`config.mk`:
```
export PLATFORM = sky130hd
export DESIGN_NAME = ses_status_unit
export DESIGN_NICKNAME = d
export VERILOG_FILES = /design/src/rtl/ses_pkg.sv /design/src/rtl/ses_event_reg.sv /design/src/rtl/ses_opc_ctrl.sv /design/src/rtl/ses_resp_slot.sv /design/src/rtl/ses_status_unit.sv
export SDC_FILE = /design/constraint.sdc
export NUM_CORES = 1
export LEC_CHECK = 0
export ABC_AREA = 1
export BUFFER_PORTS_ARGS = -buffer_cell sky130_fd_sc_hd__buf_2
export CAP_MARGIN = 0
export CORE_AREA = 4 4 50 52
export CTS_CLUSTER_DIAMETER = 120
export DETAILED_ROUTE_END_ITERATION = 8
export DIE_AREA = 0 0 54 56
export PLACE_DENSITY = 0.71
export SLEW_MARGIN = 20
export SYNTH_ARGS = -nofsm -noshare
export SYNTH_HDL_FRONTEND = slang
export SYNTH_SLANG_ARGS = --single-unit
export TNS_END_PERCENT = 10
```
`constraint.sdc`:
```
create_clock -name clk -period 0.8 [get_ports clk]
set_input_delay 0.12 -clock clk [delete_from_list [all_inputs] [get_ports clk]]
set_output_delay 0.12 -clock clk [all_outputs]
set_load 0.005 [all_outputs]
```
`src/rtl/ses_pkg.sv`:
```
package ses_pkg;

    localparam int EVT_W     = 8;
    localparam int OPC_BIT   = 0;
    localparam int DEV_BIT   = 3;
    localparam int PARSE_BIT = 5;
    localparam int SUM_POS   = 5;
    localparam int RESP_W    = 8;

    typedef logic [EVT_W-1:0]  evt_t;
    typedef logic [RESP_W-1:0] resp_t;

    localparam resp_t RESP_DONE = resp_t'(1);

    typedef struct packed {
        logic wr_mask;
        logic rd_mask;
        logic rd_evt;
        logic opc_cmd;
        logic opc_qry;
    } cmd_t;

    typedef struct packed {
        logic opc_done;
        logic dev_err;
        logic parse_err;
    } evt_src_t;

    function automatic evt_t set_vector(input evt_src_t src);
        evt_t v;
        v            = '0;
        v[OPC_BIT]   = src.opc_done;
        v[DEV_BIT]   = src.dev_err;
        v[PARSE_BIT] = src.parse_err;
        return v;
    endfunction

    function automatic logic summarize(input evt_t evt, input evt_t en);
        return |(evt & en);
    endfunction

endpackage

```
`src/rtl/ses_event_reg.sv`:
```
module ses_event_reg
    import ses_pkg::*;
(
    input  logic clk,
    input  logic rst,
    input  logic clr_i,
    input  evt_t set_i,
    output evt_t evt_o
);

    evt_t evt_q;

    for (genvar b = 0; b < EVT_W; b++) begin : g_bit
        always_ff @(posedge clk) begin
            if (rst)
                evt_q[b] <= 1'b0;
            else if (set_i[b])
                evt_q[b] <= 1'b1;
            else if (clr_i)
                evt_q[b] <= 1'b0;
        end
    end

    assign evt_o = evt_q;

endmodule

```
`src/rtl/ses_opc_ctrl.sv`:
```
module ses_opc_ctrl (
    input  logic clk,
    input  logic rst,
    input  logic opc_cmd_i,
    input  logic opc_qry_i,
    input  logic busy_i,
    input  logic slot_free_i,
    output logic opc_done_o,
    output logic qry_load_o,
    output logic inhibit_o,
    output logic cmd_armed_o
);

    logic cmd_armed_q;
    logic qry_pend_q;
    logic cmd_fire;
    logic qry_fire;

    assign cmd_fire = cmd_armed_q & ~busy_i;
    assign qry_fire = qry_pend_q & ~busy_i & slot_free_i;

    always_ff @(posedge clk) begin
        if (rst) begin
            cmd_armed_q <= 1'b0;
            qry_pend_q  <= 1'b0;
        end else begin
            cmd_armed_q <= (cmd_armed_q & ~cmd_fire) | opc_cmd_i;
            qry_pend_q  <= (qry_pend_q & ~qry_fire) | opc_qry_i;
        end
    end

    assign opc_done_o  = cmd_fire;
    assign qry_load_o  = qry_fire;
    assign inhibit_o   = qry_pend_q;
    assign cmd_armed_o = cmd_armed_q;

endmodule

```
`src/rtl/ses_resp_slot.sv`:
```
module ses_resp_slot
    import ses_pkg::*;
(
    input  logic  clk,
    input  logic  rst,
    input  logic  load_i,
    input  resp_t data_i,
    input  logic  ready_i,
    output logic  free_o,
    output logic  valid_o,
    output resp_t data_o
);

    logic  valid_q;
    resp_t data_q;

    assign free_o = ~valid_q | ready_i;

    always_ff @(posedge clk) begin
        if (rst) begin
            valid_q <= 1'b0;
            data_q  <= '0;
        end else if (load_i) begin
            valid_q <= 1'b1;
            data_q  <= data_i;
        end else if (valid_q && ready_i) begin
            valid_q <= 1'b0;
        end
    end

    assign valid_o = valid_q;
    assign data_o  = data_q;

endmodule

```
`src/rtl/ses_status_unit.sv`:
```
module ses_status_unit
    import ses_pkg::*;
(
    input  logic       clk,
    input  logic       rst,
    input  logic       wr_mask_i,
    input  logic [7:0] mask_wdata_i,
    input  logic       rd_mask_i,
    input  logic       rd_evt_i,
    input  logic       opc_cmd_i,
    input  logic       opc_qry_i,
    input  logic       busy_i,
    input  logic       parse_err_i,
    input  logic       dev_err_i,
    input  logic       oq_ready_i,
    output logic [7:0] evt_rdata_o,
    output logic [7:0] mask_rdata_o,
    output logic       sum_o,
    output logic       oq_valid_o,
    output logic [7:0] oq_data_o,
    output logic       inhibit_o
);

    cmd_t     cmd;
    evt_src_t src;
    evt_t     evt_q;
    evt_t     mask_q;
    logic     opc_done;
    logic     qry_load;
    logic     slot_free;
    logic     cmd_armed;

    assign cmd = '{wr_mask: wr_mask_i, rd_mask: rd_mask_i, rd_evt: rd_evt_i,
                   opc_cmd: opc_cmd_i, opc_qry: opc_qry_i};

    assign src = '{opc_done: opc_done, dev_err: dev_err_i, parse_err: parse_err_i};

    always_ff @(posedge clk) begin
        if (rst)
            mask_q <= '0;
        else if (cmd.wr_mask)
            mask_q <= evt_t'(mask_wdata_i);
    end

    ses_event_reg u_evt (
        .clk   (clk),
        .rst   (rst),
        .clr_i (cmd.rd_evt),
        .set_i (set_vector(src)),
        .evt_o (evt_q)
    );

    ses_opc_ctrl u_opc (
        .clk         (clk),
        .rst         (rst),
        .opc_cmd_i   (cmd.opc_cmd),
        .opc_qry_i   (cmd.opc_qry),
        .busy_i      (busy_i),
        .slot_free_i (slot_free),
        .opc_done_o  (opc_done),
        .qry_load_o  (qry_load),
        .inhibit_o   (inhibit_o),
        .cmd_armed_o (cmd_armed)
    );

    ses_resp_slot u_slot (
        .clk     (clk),
        .rst     (rst),
        .load_i  (qry_load),
        .data_i  (RESP_DONE),
        .ready_i (oq_ready_i),
        .free_o  (slot_free),
        .valid_o (oq_valid_o),
        .data_o  (oq_data_o)
    );

    assign evt_rdata_o  = cmd.rd_evt  ? evt_q  : '0;
    assign mask_rdata_o = cmd.rd_mask ? mask_q : '0;
    assign sum_o        = summarize(evt_q, mask_q);

endmodule

```
==> impl_metrics.csv, run 1 <==
group,metric,value,unit
run_status,status,"finished, violations left",
run_status,violations,"negative setup slack",
setup_path,timing.rr.end,"u_opc.inhibit_o$_SDFF_PP0_",
setup_path,crit_start,"u_evt.evt_o[0]$_SDFFE_PP0P_",
setup_path,r2r-start,"u_opc.inhibit_o$_SDFF_PP0_",
die,num_rows,17,
placement,gp_congestion,0.687,
finish,antenna_cells,0,
timing,fmax,1020,MHz
cts,htree_num_levels,1,
hold_path,hold_path.class,"in -> reg",
logic_synthesis,syn_area,728,um2
power_and_ir_drop,p_comb_frac,0.143,
setup_path,path_max_fanout,3,
logic_synthesis,post_synth.cell_area_avg,7.00,um2
finish,finalNetCount,157,
finish,drive_above_1_share,0.409,
detailed_routing,drc,0,
global_routing,antenna_found_initial,0,
cts,clock_path_buffers,2,
logic_synthesis,synth_warnings,0,
timing,hold_violations,0,
global_routing,grt_pass1_vias,554,
detailed_routing,routed_via_density,3.94,
run,max_cap_viol_count,0,
cts,clock-sinks,15,
timing,holdWs,0.0444,ns
cts,clk_latency,0.27,ns
power_and_ir_drop,swShare,0.256,
die,dieArea,3020,um2
logic_synthesis,synth_cell_types,12,
finish,postLayoutCoreUtil,0.430,
timing,timing.final.crit_period,0.978,ns
setup_path,worstSetupEndpointType,"primary output",
placement,portBuffers,33,
placement,pre_cts_slack,-0.0101,ns
finish,layout_commonest_cell,"nand2_1",
finish,final_cell_mix,"34 x nand2_1, 33 x buf_2, 17 x inv_1",
die,start_util,0.346,
finish,nFillCells,227,
setup_path,worstPathRequired,0.68,ns
timing,fin_crit_sh,1.22,
hold_path,holdPathEnd,"u_evt.evt_o[5]$_SDFFE_PP0P_",
setup_path,critPathTopFamily,"flip-flops",
setup_path,slowest_stage,"dfxtp_2",
power_and_ir_drop,switchingPower,0.000373,W
setup_path,crit_path_max_incr_delay,0.34,ns
detailed_routing,drt-total-wl,1.48,mm
detailed_routing,vias,650,
setup_path,r2r_slack,0.03,ns
global_routing,gr-usage-all-layers,0.0949,
logic_synthesis,ys_ff_latch,15,
setup_path,cp.arrival,0.86,ns
power_and_ir_drop,power_density,1610,nW/um2
die,core-area,2110,um2
power_and_ir_drop,p_int,0.00108,W
detailed_routing,post_drt_wl_per_cell,8.99,um
cts,cts_buffers,3,
cts,cts_tree,"done",
timing,fin_setup_tns,-1.64,ns
die,die_x,54,um
power_and_ir_drop,p_leak,0.545,nW
die,die_h,56,um
timing,rsz0062_at_grt,"true",
cts,cts_root_buf,"clkbuf_4",
detailed_routing,antenna_left,0,
logic_synthesis,syn_inst,104,
setup_path,cp-start-kind,"register",
global_routing,grt_max_degree,16,
hold_path,whs_path_depth,3,
global_routing,grt_pass1_wl,2.21,mm
power_and_ir_drop,total_power,0.00146,W
detailed_routing,drt_iter0_markers,12,
global_routing,gr-total-overflow,0,
timing,clock_skew,0.00169,ns
logic_synthesis,seq_area_frac_synth,0.412,
detailed_routing,dr.pass1.iters,4,
cts,clkTransAtPathRegs,0.09,ns
power_and_ir_drop,vdd_ir_drop_max,0.960,mV
die,io_pins,46,
timing,layout_setup_ws,-0.178,ns
setup_path,crit_chain,"nand2_1, nand3_1, buf_2",
setup_path,critical_path_class,"reg -> out",
timing,setup_violations,15,
setup_path,crit_buf_inv,1,
power_and_ir_drop,seq_power_share,0.566,
finish,syn_to_final_growth,24.2,%
setup_path,reg2reg_depth,5,
power_and_ir_drop,clock_power_share,0.291,
placement,hpwl,1.19,mm
hold_path,min_from,"parse_err_i",
timing,final-max-slew-violation-count,0,
==> repair_timing <==
item                                    CTS  global route
endpoints found under the setup margin   16            18
hold buffers                              0             0
pin swaps                                 3             2
gates resized for setup                  14             2
setup buffers                             0             0
==> worst max-delay path by stage <==
| stage | end | depth (start not counted) |
|---|---|---|
| final | sum_o | 3 |
| after global placement | u_opc.inhibit_o$_SDFF_PP0_ | 5 |
| after detailed placement | u_opc.inhibit_o$_SDFF_PP0_ | 5 |
| after CTS | sum_o | 3 |
| after floorplan | u_opc.inhibit_o$_SDFF_PP0_ | 5 |
| after global routing | sum_o | 3 |
==> state kept, by name, summed over array words and instances (netlist names) <==
signal	cells
u_opc.cmd_armed_o	1
u_evt.evt_o	3
mask_q	8
u_opc.inhibit_o	1
u_slot.valid_o	1
u_slot.data_o	1
==> per-stage QoR <==
stage                     std cells  cell area, um2
final                           165             905
after global routing            165             905
after CTS                       165             900
after detailed placement        161             856
after global placement          161             856
after floorplan                 115             769
==> cell families (layout without fill, tap and decap cells) <==
logic type	count (synthesis)	after routing	share of synthesized area
simple gates	40	40	0.208
other cells	1	12	0.00515
compound gates	15	15	0.119
buf+inv	33	55	0.256
flops	15	15	0.412
==> cell type report <==
cell class	count	area, um2	share of cell area
clock buffer	4	26.3	0.0290
tap	28	35.0	0.0387
timing repair buffer	33	165	0.183
sequential	15	318	0.351
inverter	18	72.6	0.0802
multi-input combinational	67	288	0.318
==> power groups by stage <==
stage          registers, W  logic, W  clock network (W)
6_report           0.000824  0.000208           0.000423
5_1_grt            0.000831  0.000239           0.000481
4_1_cts            0.000825  0.000206           0.000445
3_5_place_dp       0.000834  0.000205                  0
3_3_place_gp       0.000832  0.000200                  0
2_1_floorplan      0.000829  0.000162                  0
==> synth_stat cells, drive strengths merged <==
cell type	count	area (um2)
nand2	35	131
nand3	1	5.00
dfxtp	15	300
nor2	4	15.0
a21oi	15	86.3
clkinv	1	8.76
conb	1	3.75
buf	15	114
inv	17	63.8
==> per-layer routing <==
metal | vias to the layer above | wire [um] | global-route usage | part of all wire
met5 | - | 0 | 0 | 0
met4 | 0 | 0 | 0.0320 | 0
met3 | 0 | 206 | 0.0375 | 0.14
met2 | 31 | 661 | 0.152 | 0.45
met1 | 268 | 615 | 0.112 | 0.41
li1 | 351 | - | - | -
==> worst min-delay path, cell delays in order <==
cell and delay (ns):
buf_2 0.07, a21oi_1 0.03, nor2_1 0.06
Power figures use the tool's default switching activity.
==> run 2, diff against run 1 <==
--- a/config.mk
+++ b/config.mk
@@ -8,11 +8,10 @@
 export ABC_AREA = 1
 export BUFFER_PORTS_ARGS = -buffer_cell sky130_fd_sc_hd__buf_2
 export CAP_MARGIN = 0
-export CORE_AREA = 4 4 50 52
+export CORE_AREA = 4 4 55 57
 export CTS_CLUSTER_DIAMETER = 120
 export DETAILED_ROUTE_END_ITERATION = 8
-export DIE_AREA = 0 0 54 56
-export PLACE_DENSITY = 0.71
+export DIE_AREA = 0 0 59 61
 export SLEW_MARGIN = 20
 export SYNTH_ARGS = -nofsm -noshare
 export SYNTH_HDL_FRONTEND = slang
==> run 2 against run 1 <==
  * The run still ends with negative setup slack left
  * Global-route usage down 0.45 points
  * Critical endpoint unchanged
  * Combinational power rose by 5%
  * Sequential cell count unchanged
  * Largest cell class unchanged
==> impl_metrics.csv, run 2 (synthesized netlist as in run 1, its figures left out) <==
group,metric,value,unit
run_status,status,"finished, violations left",
run_status,violations,"negative setup slack",
power_and_ir_drop,p_leak,0.554,nW
detailed_routing,antenna_left,0,
die,dieArea,3600,um2
timing,setup_violations,15,
run,max_cap_viol_count,0,
detailed_routing,drt-total-wl,1.53,mm
die,start_util,0.294,
timing,holdWs,0.0536,ns
cts,cts_buffers,3,
die,die_x,59,um
cts,cts_tree,"done",
finish,fin_area,938,um2
global_routing,grt_max_degree,16,
die,num_rows,18,
cts,htree_num_levels,1,
power_and_ir_drop,p_comb_frac,0.151,
setup_path,cp-start-kind,"register",
die,core-area,2480,um2
cts,clock-sinks,15,
setup_path,r2r_slack,0.02,ns
global_routing,grt_use_met3,0.0426,
placement,placed_area,858,um2
global_routing,antenna_found_initial,0,
finish,regMostFlops,"mask_q",
power_and_ir_drop,seq_power_share,0.572,
global_routing,grt_busiest_layer,"met2",
global_routing,gr-total-overflow,0,
timing,hold_violations,0,
placement,gp_congestion,0.722,
hold_path,hold_path.class,"in -> reg",
setup_path,cp.arrival,0.86,ns
timing,layout_setup_ws,-0.178,ns
placement,pre_cts_slack,-0.00735,ns
timing,fin_crit_sh,1.22,
power_and_ir_drop,swShare,0.247,
timing,fmax,1020,MHz
placement,hpwl,1.22,mm
setup_path,critical_path_class,"reg -> out",
setup_path,worstPathRequired,0.68,ns
finish,finalNetCount,157,
cts,clkTransAtPathRegs,0.08,ns
setup_path,worstSetupEndpointType,"primary output",
cts,clk_latency,0.26,ns
finish,syn_to_final_growth,28.9,%
finish,final_cell_mix,"30 x nand2_1, 30 x buf_2, 15 x inv_1",
power_and_ir_drop,vdd_ir_drop_max,0.763,mV
detailed_routing,post_drt_wl_per_cell,9.18,um
placement,portBuffers,33,
power_and_ir_drop,switchingPower,0.000358,W
timing,clock_skew,0.0000906,ns
detailed_routing,drc,0,
setup_path,path_max_fanout,3,
detailed_routing,dr.pass1.iters,4,
global_routing,gr-usage-all-layers,0.0905,
detailed_routing,vias,675,
global_routing,grt_pass1_vias,614,
cts,cts_root_buf,"clkbuf_4",
timing,rsz0062_at_grt,"true",
finish,antenna_cells,0,
finish,drive_above_1_share,0.453,
detailed_routing,routed_via_density,4.04,
global_routing,met1_usage,0.103,
finish,postLayoutCoreUtil,0.379,
die,die_h,61,um
cts,clock_path_buffers,2,
timing,timing.final.crit_period,0.978,ns
finish,largest_reg_flops,8,
die,io_pins,46,
power_and_ir_drop,p_int,0.00109,W
global_routing,use_met2,0.150,
timing,final-max-slew-violation-count,0,
timing,fin_setup_tns,-1.61,ns
power_and_ir_drop,power_density,1540,nW/um2
power_and_ir_drop,clock_power_share,0.277,
detailed_routing,drt_iter0_markers,11,
cts,post_cts_buffers,0,
global_routing,grt_pass1_wl,2.44,mm
[run 2: cell types whose count changed in the layout (fill, tap and decap cells not counted), moves of 2 or more]
cell     previous run  this run
nand2_2             1         5
inv_1              17        15
inv_2               0         2
nand2_1            34        30
buf_6               0         3
buf_2              33        30
[run 2: through the flow]
step	instances	total power, W
final	167	0.00145
after global routing	167	0.00157
after CTS	167	0.00146
after detailed placement	163	0.00104
after global placement	163	0.00103
after floorplan	115	0.000991
[run 2: final timing paths]
check,from,cells past startpoint,to
max,u_evt.evt_o[3]$_SDFFE_PP0P_,3,sum_o
max reg2reg,u_opc.inhibit_o$_SDFF_PP0_,5,u_opc.inhibit_o$_SDFF_PP0_
min,parse_err_i,3,u_evt.evt_o[5]$_SDFFE_PP0P_
min reg2reg,mask_q[6]$_SDFFE_PP0P_,2,mask_q[6]$_SDFFE_PP0P_
[run 2: cell type report]
cell class	instances	area (um2)
Multi-Input combinational cell	67	300
Fill cell	277	1540
Sequential cell	15	318
Inverter	18	72.6
Tap cell	30	37.5
Clock buffer	4	26.3
Timing Repair Buffer	33	184
[run 2: what timing repair did]
| action | 4_1_cts | 5_1_grt |
|---|---|---|
| endpoints found under the setup margin | 16 | 17 |
| hold buffers | 0 | 0 |
| pin swaps | 2 | 0 |
| gates resized for setup | 14 | 11 |
[run 2: critical path, stage by stage, from the launching register on]
cell,delay [ns]
dfxtp_2,0.34
nand2_2,0.07
nand3_2,0.06
buf_2,0.12
[run 2: routing by layer]
layer	up-vias	wire length (um)
met1	295	583
li1	350	-
met2	30	771
met4	0	0
met3	0	178
met5	-	0
[run 2: power by group through the flow]
stage          clock (W)  combinational [W]  sequential, W
6_report        0.000402           0.000219       0.000829
2_1_floorplan          0           0.000162       0.000829
5_1_grt         0.000482           0.000253       0.000837
3_3_place_gp           0           0.000202       0.000832
4_1_cts         0.000433           0.000207       0.000824
3_5_place_dp           0           0.000206       0.000834
